## src/rtl/ats_pkg.sv

```systemverilog
package ats_pkg;

    // Life cycle of one held transfer.
    typedef enum logic [1:0] {
        SL_EMPTY = 2'd0,
        SL_WAIT  = 2'd1,
        SL_TEN   = 2'd2,
        SL_WIN   = 2'd3
    } slot_st_e;

    function automatic int idx_width(input int n);
        return (n > 1) ? $clog2(n) : 1;
    endfunction

endpackage

```

## src/rtl/ats_slot_file.sv

```systemverilog
module ats_slot_file
    import ats_pkg::*;
#(
    parameter int AW    = 32,
    parameter int TW    = 5,
    parameter int NSLOT = 2,
    localparam int IW   = idx_width(NSLOT)
) (
    input  logic          clk,
    input  logic          rst,
    input  logic          start,
    input  logic [IW-1:0] start_idx,
    input  logic          ack,
    input  logic          retry_eff,
    input  logic          load,
    input  logic [AW-1:0] load_addr,
    input  logic [TW-1:0] load_attr,
    output slot_st_e      st   [NSLOT],
    output logic [AW-1:0] addr [NSLOT],
    output logic [TW-1:0] attr [NSLOT],
    output logic          pop
);

    slot_st_e      upd    [NSLOT];
    slot_st_e      sh_st  [NSLOT];
    logic [AW-1:0] sh_addr[NSLOT];
    logic [TW-1:0] sh_attr[NSLOT];
    slot_st_e      n_st   [NSLOT];
    logic [AW-1:0] n_addr [NSLOT];
    logic [TW-1:0] n_attr [NSLOT];

    // Oldest slot leaves once its window passes without retry.
    assign pop = (st[0] == SL_WIN) && !retry_eff;

    always_comb begin
        for (int i = 0; i < NSLOT; i++) begin
            upd[i] = st[i];
            if (retry_eff && (st[i] == SL_TEN || st[i] == SL_WIN))
                upd[i] = SL_WAIT;
            else if (!retry_eff && start && start_idx == IW'(i))
                upd[i] = SL_TEN;
            else if (!retry_eff && ack && st[i] == SL_TEN)
                upd[i] = SL_WIN;
        end
    end

    for (genvar g = 0; g < NSLOT; g++) begin : g_shift
        if (g + 1 < NSLOT) begin : g_mid
            assign sh_st[g]   = pop ? upd[g+1]  : upd[g];
            assign sh_addr[g] = pop ? addr[g+1] : addr[g];
            assign sh_attr[g] = pop ? attr[g+1] : attr[g];
        end else begin : g_last
            assign sh_st[g]   = pop ? SL_EMPTY : upd[g];
            assign sh_addr[g] = addr[g];
            assign sh_attr[g] = attr[g];
        end
    end

    always_comb begin
        logic placed;
        placed = 1'b0;
        for (int i = 0; i < NSLOT; i++) begin
            n_st[i]   = sh_st[i];
            n_addr[i] = sh_addr[i];
            n_attr[i] = sh_attr[i];
            if (load && !placed && sh_st[i] == SL_EMPTY) begin
                placed    = 1'b1;
                n_st[i]   = SL_WAIT;
                n_addr[i] = load_addr;
                n_attr[i] = load_attr;
            end
        end
    end

    always_ff @(posedge clk) begin
        for (int i = 0; i < NSLOT; i++) begin
            if (rst) begin
                st[i]   <= SL_EMPTY;
                addr[i] <= '0;
                attr[i] <= '0;
            end else begin
                st[i]   <= n_st[i];
                addr[i] <= n_addr[i];
                attr[i] <= n_attr[i];
            end
        end
    end

endmodule

```

## src/rtl/ats_issue_ctrl.sv

```systemverilog
module ats_issue_ctrl
    import ats_pkg::*;
#(
    parameter int NSLOT = 2,
    localparam int IW   = idx_width(NSLOT)
) (
    input  logic          clk,
    input  logic          rst,
    input  slot_st_e      st [NSLOT],
    input  logic          stream,
    input  logic          grant,
    input  logic          retry,
    output logic          bus_req,
    output logic          start,
    output logic [IW-1:0] start_idx,
    output logic [IW-1:0] ten_idx,
    output logic          retry_eff
);

    logic any_ten, any_win, has_wait, backoff_q;

    always_comb begin
        any_ten   = 1'b0;
        any_win   = 1'b0;
        has_wait  = 1'b0;
        start_idx = '0;
        ten_idx   = '0;
        for (int i = 0; i < NSLOT; i++) begin
            if (st[i] == SL_TEN) begin
                any_ten = 1'b1;
                ten_idx = IW'(i);
            end
            if (st[i] == SL_WIN)
                any_win = 1'b1;
            if (st[i] == SL_WAIT && !has_wait) begin
                has_wait  = 1'b1;
                start_idx = IW'(i);
            end
        end
    end

    // Legacy mode keeps the bus idle during the post-acknowledge cycle.
    assign bus_req   = has_wait && !backoff_q && !any_ten && (stream || !any_win);
    assign start     = bus_req && grant;
    assign retry_eff = retry && (any_ten || any_win || start);

    always_ff @(posedge clk) begin
        if (rst) backoff_q <= 1'b0;
        else     backoff_q <= retry_eff;
    end

endmodule

```

## src/rtl/ats_addr_tenure_seq.sv

```systemverilog
module ats_addr_tenure_seq
    import ats_pkg::*;
#(
    parameter int AW    = 32,
    parameter int TW    = 5,
    parameter int NSLOT = 2
) (
    input  logic          clk,
    input  logic          rst,
    input  logic          stream_mode,
    input  logic          req_valid,
    input  logic [AW-1:0] req_addr,
    input  logic [TW-1:0] req_attr,
    output logic          req_ready,
    output logic          req_done,
    output logic          bus_req,
    input  logic          bus_grant,
    output logic          ts_strobe,
    output logic [AW-1:0] abus_addr,
    output logic [TW-1:0] abus_attr,
    input  logic          aack,
    input  logic          aretry
);

    localparam int IW = idx_width(NSLOT);

    slot_st_e      st    [NSLOT];
    logic [AW-1:0] s_addr[NSLOT];
    logic [TW-1:0] s_attr[NSLOT];
    logic [IW-1:0] start_idx, ten_idx, sel;
    logic          start, retry_eff, pop, load;

    assign req_ready = (st[NSLOT-1] == SL_EMPTY);
    assign load      = req_valid && req_ready;

    ats_issue_ctrl #(.NSLOT(NSLOT)) u_ctrl (
        .clk      (clk),
        .rst      (rst),
        .st       (st),
        .stream   (stream_mode),
        .grant    (bus_grant),
        .retry    (aretry),
        .bus_req  (bus_req),
        .start    (start),
        .start_idx(start_idx),
        .ten_idx  (ten_idx),
        .retry_eff(retry_eff)
    );

    ats_slot_file #(.AW(AW), .TW(TW), .NSLOT(NSLOT)) u_slots (
        .clk      (clk),
        .rst      (rst),
        .start    (start),
        .start_idx(start_idx),
        .ack      (aack),
        .retry_eff(retry_eff),
        .load     (load),
        .load_addr(req_addr),
        .load_attr(req_attr),
        .st       (st),
        .addr     (s_addr),
        .attr     (s_attr),
        .pop      (pop)
    );

    assign sel       = start ? start_idx : ten_idx;
    assign abus_addr = s_addr[sel];
    assign abus_attr = s_attr[sel];
    assign ts_strobe = start;
    assign req_done  = pop;

endmodule

```

## config.mk

```make
export PLATFORM = sky130hd
export DESIGN_NAME = ats_addr_tenure_seq
export DESIGN_NICKNAME = d
export VERILOG_FILES = /design/src/rtl/ats_pkg.sv /design/src/rtl/ats_slot_file.sv /design/src/rtl/ats_issue_ctrl.sv /design/src/rtl/ats_addr_tenure_seq.sv
export SDC_FILE = /design/constraint.sdc
export NUM_CORES = 1
export LEC_CHECK = 0
export ABC_CLOCK_PERIOD_IN_PS = 4140
export CAP_MARGIN = 20
export CORE_MARGIN = 2
export CORE_UTILIZATION = 40
export DETAILED_ROUTE_END_ITERATION = 16
export DONT_BUFFER_PORTS = 1
export SLEW_MARGIN = 15
export SYNTH_ARGS = -nofsm -noshare
export SYNTH_HDL_FRONTEND = slang
export SYNTH_SLANG_ARGS = --single-unit
```

## constraint.sdc

```tcl
create_clock -name clk -period 4.14 [get_ports clk]
set_clock_uncertainty 0.15 [all_clocks]
set_input_delay 0.828 -clock clk [delete_from_list [all_inputs] [get_ports clk]]
set_output_delay 0.828 -clock clk [all_outputs]
set_load 0.03 [all_outputs]
```

Word-level counts from Yosys, hierarchy flattened
Cells that the tools add are included.

operators by class
  add/sub/neg operators = 0
  multiply operators = 0
  div/mod/pow operators = 0
  magnitude comparators = 1
  equality and inequality tests = 6
  shift operators = 0
  muxes and demuxes = 30
  bitwise gates (word level) = 2
  reductions and logical operators = 36

operators with widths
  cell                count
  $mux 32             5
  $mux 5              5
  $logic_and 1x1->1   19
  $mux 2              8
  $mux 1              12
  $eq 2x2->1 const B  4
  $logic_not 1->1     6
  $logic_not 2->1     3
  $logic_or 1x1->1    5
  $eq 2x1->1 const B  2
  $reduce_or 2->1     2
  $ge 2x2->1 const B  1
  $not 1->2           1
  $reduce_bool 2->1   1
  $not 1->1           1

storage, ports and cells
  flip-flop bits (word level) = 79
  latch bits = 0
  RAM bits = 0
  ROM bits = 0
  bits of input ports = 44
  output and inout port bits = 41
  word-level logic and storage cells = 84
  memories kept = 0

Depth between registers and ports, before layout
  depth in word-level cells = 25
  mapped depth = 8
  gate-level depth less buffers = 6

Hierarchy
A second synthesis with hierarchy kept.

second synthesis, totals
  cell total of the unflattened synthesis = 427
  area total of the unflattened synthesis = 4135.2 µm²

by module, submodules not included
  module               instances  cells an instance  area each (µm²)  sequential area each (µm²)
  ats_slot_file        1          365                3390.8           1561.5
  ats_addr_tenure_seq  1          43                 606.8            0.0
  ats_issue_ctrl       1          19                 137.6            20.0

Least setup slack after synthesis
OpenSTA, ideal clock, no wires.

  path type = input to output
  start point = input port bus_grant
  end point = output port abus_addr[10]
  data arrival time = 2261 ps
  data required time = 3162 ps
  setup slack = 901 ps
  cell stages on the path = 5
  buffers on the path = 1
  cells stage by stage = nor2b_1 > o211ai_1 > mux2i_4 > buf_4 > mux2_1

on the way
  word-level cells in the longest chain between the ends = 6

RTL lines
  what                                         RTL line                   source
  start, declared                              ats_addr_tenure_seq.sv:17  input logic bus_grant,
  $logic_and 1x1->1                            ats_issue_ctrl.sv:44       assign start = bus_req && grant;
  $mux 1                                       ats_addr_tenure_seq.sv:66  assign sel = start ? start_idx : ten_idx;
  $not 1->2 (not written as such)              ats_addr_tenure_seq.sv:67  assign abus_addr = s_addr[sel];
  $mux 32 (not written as such) (3 in series)  ats_addr_tenure_seq.sv:67
  end, declared                                ats_addr_tenure_seq.sv:19  output logic [AW-1:0] abus_addr,

Every way passes these cells. The select of a mux whose other input is x is not followed.

Final worst setup path
  start point = register u_slots.st[3] in the netlist's numbering
  end point = output port abus_addr[12]

on the way
  word-level cells in the longest chain between the ends = 14
  elaborated cells on any way between the ends = 24
  classes of those cells = eq/ne (3); mux (11); bitwise (1); reduce/logical (9)

RTL lines
  what                                           RTL line                   source
  start, declared                                ats_slot_file.sv:18        output slot_st_e st [NSLOT],
  start signal, assigned by index                ats_slot_file.sv:82        st[i] <= n_st[i];
  $eq 2x1->1                                     ats_issue_ctrl.sv:35       if (st[i] == SL_WAIT && !has_wait) begin
  $mux 1                                         ats_issue_ctrl.sv:35
  $logic_not 1->1                                ats_issue_ctrl.sv:35
  $logic_and 1x1->1                              ats_issue_ctrl.sv:35
  $mux 1                                         ats_issue_ctrl.sv:35
  $logic_and 1x1->1 (3 in series)                ats_issue_ctrl.sv:43       assign bus_req = has_wait && !backoff_q && !any_ten && (stream || !any_win);
  $logic_and 1x1->1                              ats_issue_ctrl.sv:44
  $mux 1 *                                       ats_addr_tenure_seq.sv:66
  $not 1->2 (not written as such) *              ats_addr_tenure_seq.sv:67
  $mux 32 (not written as such) * (3 in series)  ats_addr_tenure_seq.sv:67

Mark *: on every way between the ends. The rest lies on a longest branch, timed or not. The select of a mux whose other input is x is not followed.

==> results.json <==
{
  "clock.fmax_ghz": 0.2923,
  "power.switching_uw": 669.1,
  "netlist_area_sq_um": 4360,
  "syn_area_per_cell_sq_um": 8.385,
  "grt.overflow.total": 0,
  "yosys.area.top_type": "dfxtp_1",
  "arrival_ns": 2.44,
  "cp-end-kind": "output pin",
  "clockBufferDepth": 2,
  "ys_ff_latch": 79,
  "path_buf_inv": 1,
  "groute.usage.overall_pct": 19.21,
  "hold_viol": 0,
  "yosysMostFrequentCell": "nand2_1",
  "setup_violations": 0,
  "maxSlewHeadroom_pct": 40.59,
  "ys_async_sr_fraction_pct": 0,
  "min_period_over_period_pct": 82.63,
  "io_buffers": 0,
  "required_ns": 3.16,
  "cts_tree": "built",
  "wl_um": 11110,
  "drc": 0,
  "synth_edf_count": 0,
  "io_pins": 85,
  "reg2reg_slack_ns": 1.41,
  "ant_nets": 0,
  "p_int_mw": 1.272,
  "worstMarginPinSlew_ns": 0.8856,
  "crit_start": "u_slots.st[3]$_SDFF_PP0_",
  "synth_ff_type": "dfxtp_1",
  "drtPass1Iterations": 4,
  "die_w_um": 108.4,
  "crit_fanout": 22,
  "route.detailed.wl_per_inst_um": 17.61,
  "power_mw": 1.941,
  "drv_slew": 0,
  "hold_buffers": 0,
  "clock-sinks": 79,
  "pwr_density_cell_nw_per_um2": 430.1,
  "fin_nets": 531,
  "cp_slowest_cell": "mux2_1",
  "sw_frac_of_total_pct": 34.47,
  "dp_cells": 616,
  "min_to": "u_slots.addr[41]$_SDFFE_PP0P_",
  "fill_cells": 1091,
  "critical-path-top-delay-family": "multiplexers",
  "syn_to_final_growth_pct": 3.501,
  "die_h_um": 108.4,
  "syn_inst": 520,
  "ys_seq_area_share_pct": 36.27,
  "coreArea_sq_um": 10750,
  "pwr-share-clk_pct": 27.4,
  "instances_no_fill": 631,
  "whs_ns": 0.3231,
  "synth.top_cell.area_share_pct": 36.27,
  "synth_area_leaders": "dfxtp_1, nand2_1, mux2_2",
  "grt_pass1_vias": 3464,
  "hpwlAfterDp_um": 6923,
  "h-tree-depth": 3,
  "outcome": "complete, no violations",
  "dieArea_sq_um": 11750,
  "drt_iter0_drc": 252,
  "crit_type": "reg -> out",
  "viasPerCell": 5.807,
  "initial_core_util_pct": 40.58,
  "vias": 3664,
  "synth.net_count": 564,
  "cts.repair.resized": 0,
  "setup-tns-final_ns": 0,
  "grt_start_max_net_pins": 80,
  "critPathLaunchType": "flip-flop",
  "r2r-start": "u_slots.st[3]$_SDFF_PP0_",
  "clkTransAtPathRegs_ns": 0.07,
  "yosysWarnings": 0,
  "hold_path.class": "reg -> reg",
  "clk_latency_ns": 0.35,
  "grt_pass1_wl_um": 17780,
  "synth.top_cells.by_count": "nand2_1, dfxtp_1, nor2_1",
  "power_frac_seq_pct": 47.4,
  "cts_buffers": 9,
  "hold_start": "u_slots.addr[41]$_SDFFE_PP0P_",
  "drive_gt1_share_pct": 16.90,
  "num_rows": 38,
  "crit_chain": "nor2_2 -> o211ai_1 -> mux2i_4 -> buf_4 -> mux2_1",
  "antenna_found_initial": 0,
  "combPwrFrac_pct": 25.2,
  "max_cap_viol_count": 0,
  "r2r-end": "u_slots.addr[29]$_SDFFE_PP0P_",
  "fin_crit_ns": 3.421,
  "cpPeakStageDelay_ns": 0.50,
  "rsz0062_at_grt": "false",
  "cts_root_buffer": "clkbuf_8",
  "hold_depth": 2,
  "peakVddDrop_mv": 0.1788,
  "diodes": 0,
  "leakage_nw": 1.418,
  "synthDistinctLibCells": 42,
  "cts_setup_buffers": 0,
  "routabilityCongestion": 0.8147,
  "timing.reg2reg.worst_path_depth": 5
}
-- worst reg2reg max path, delay by kind of cell, from the launching register on --
family	cells	cell delay, ns
AO/OA/AOI/OAI	4	1.72
flip-flops	1	0.61
AND/OR/NAND/NOR	1	0.17
-- registers in the layout (all words and copies together), names as in the netlist --
name and count:
u_slots.attr 10, u_ctrl.backoff_q 1, u_slots.st 4, u_slots.addr 64
-- power groups by stage --
stage	registers (mW)	logic (mW)	clock network [mW]
finish	0.920	0.489	0.532
global route	0.931	0.533	0.592
CTS	0.918	0.494	0.559
detailed placement	0.935	0.492	0
global placement	0.932	0.479	0
floorplan	0.907	0.472	0
-- cell families (layout without fill, tap and decap cells) --
kind of cell	Yosys count	after routing	synth area share, %
muxes	38	38	10.07
and+or+nand+nor	219	219	20.66
DFF	79	79	36.27
AOI/OAI and AO/OA	128	128	26.17
buffers and inverters	56	27	6.829
-- metrics by stage --
stage               cell area [sq um]  util, %  setup WS, ns
floorplan                        4360        -        0.9012
global placement                 4337    40.36        0.8051
detailed placement               4337    40.36        0.7678
CTS                              4513    42.00        0.6906
global route                     4513    42.00        0.5535
finish                           4513    42.00        0.7193
-- routing by layer --
layer | GRT usage, % | routed length, um
met1 | 25.43 | 5074
met2 | 29.33 | 5051
met3 | 6.570 | 915
met4 | 6.136 | 67
met5 | 0 | 0
-- how the worst max path moves through the flow --
| stage | to | slack, ns | depth (start not counted) |
|---|---|---|---|
| floorplan | abus_addr[10] | 0.90 | 5 |
| global placement | abus_addr[12] | 0.81 | 5 |
| detailed placement | abus_addr[12] | 0.77 | 5 |
| CTS | abus_addr[13] | 0.69 | 5 |
| global route | abus_addr[9] | 0.55 | 5 |
| finish | abus_addr[12] | 0.72 | 5 |
-- placed cells by master, fill, tap and decap left out, types with 2 or more instances in the layout --
master and n:
clkbuf_1 3, nor2_1 47, dfxtp_1 79, mux2_2 28, inv_1 2, buf_4 9, a21oi_1 2, nand2b_1 4
a2111oi_4 2, nor2b_1 2, a32oi_1 3, a311oi_1 17, mux2_1 9, o21ai_0 2, clkbuf_8 12, nand2_1 148
nand3_1 3, a311oi_2 20, nor4_1 2, a22oi_1 2, or2_2 2, and2_1 2, o211ai_1 35, a31oi_1 37
-- layout make-up --
cell class / count / area (sq um) / area share (%)
Timing Repair Buffer: 9 / 67.56 / 1.497
Inverter: 3 / 11.26 / 0.2495
Clock buffer: 15 / 176.4 / 3.909
Tap cell: 140 / 175.2 / 3.881
Multi-Input combinational cell: 385 / 2501 / 55.42
Sequential cell: 79 / 1582 / 35.04
No activity file was read; power rests on OpenSTA's default activity.
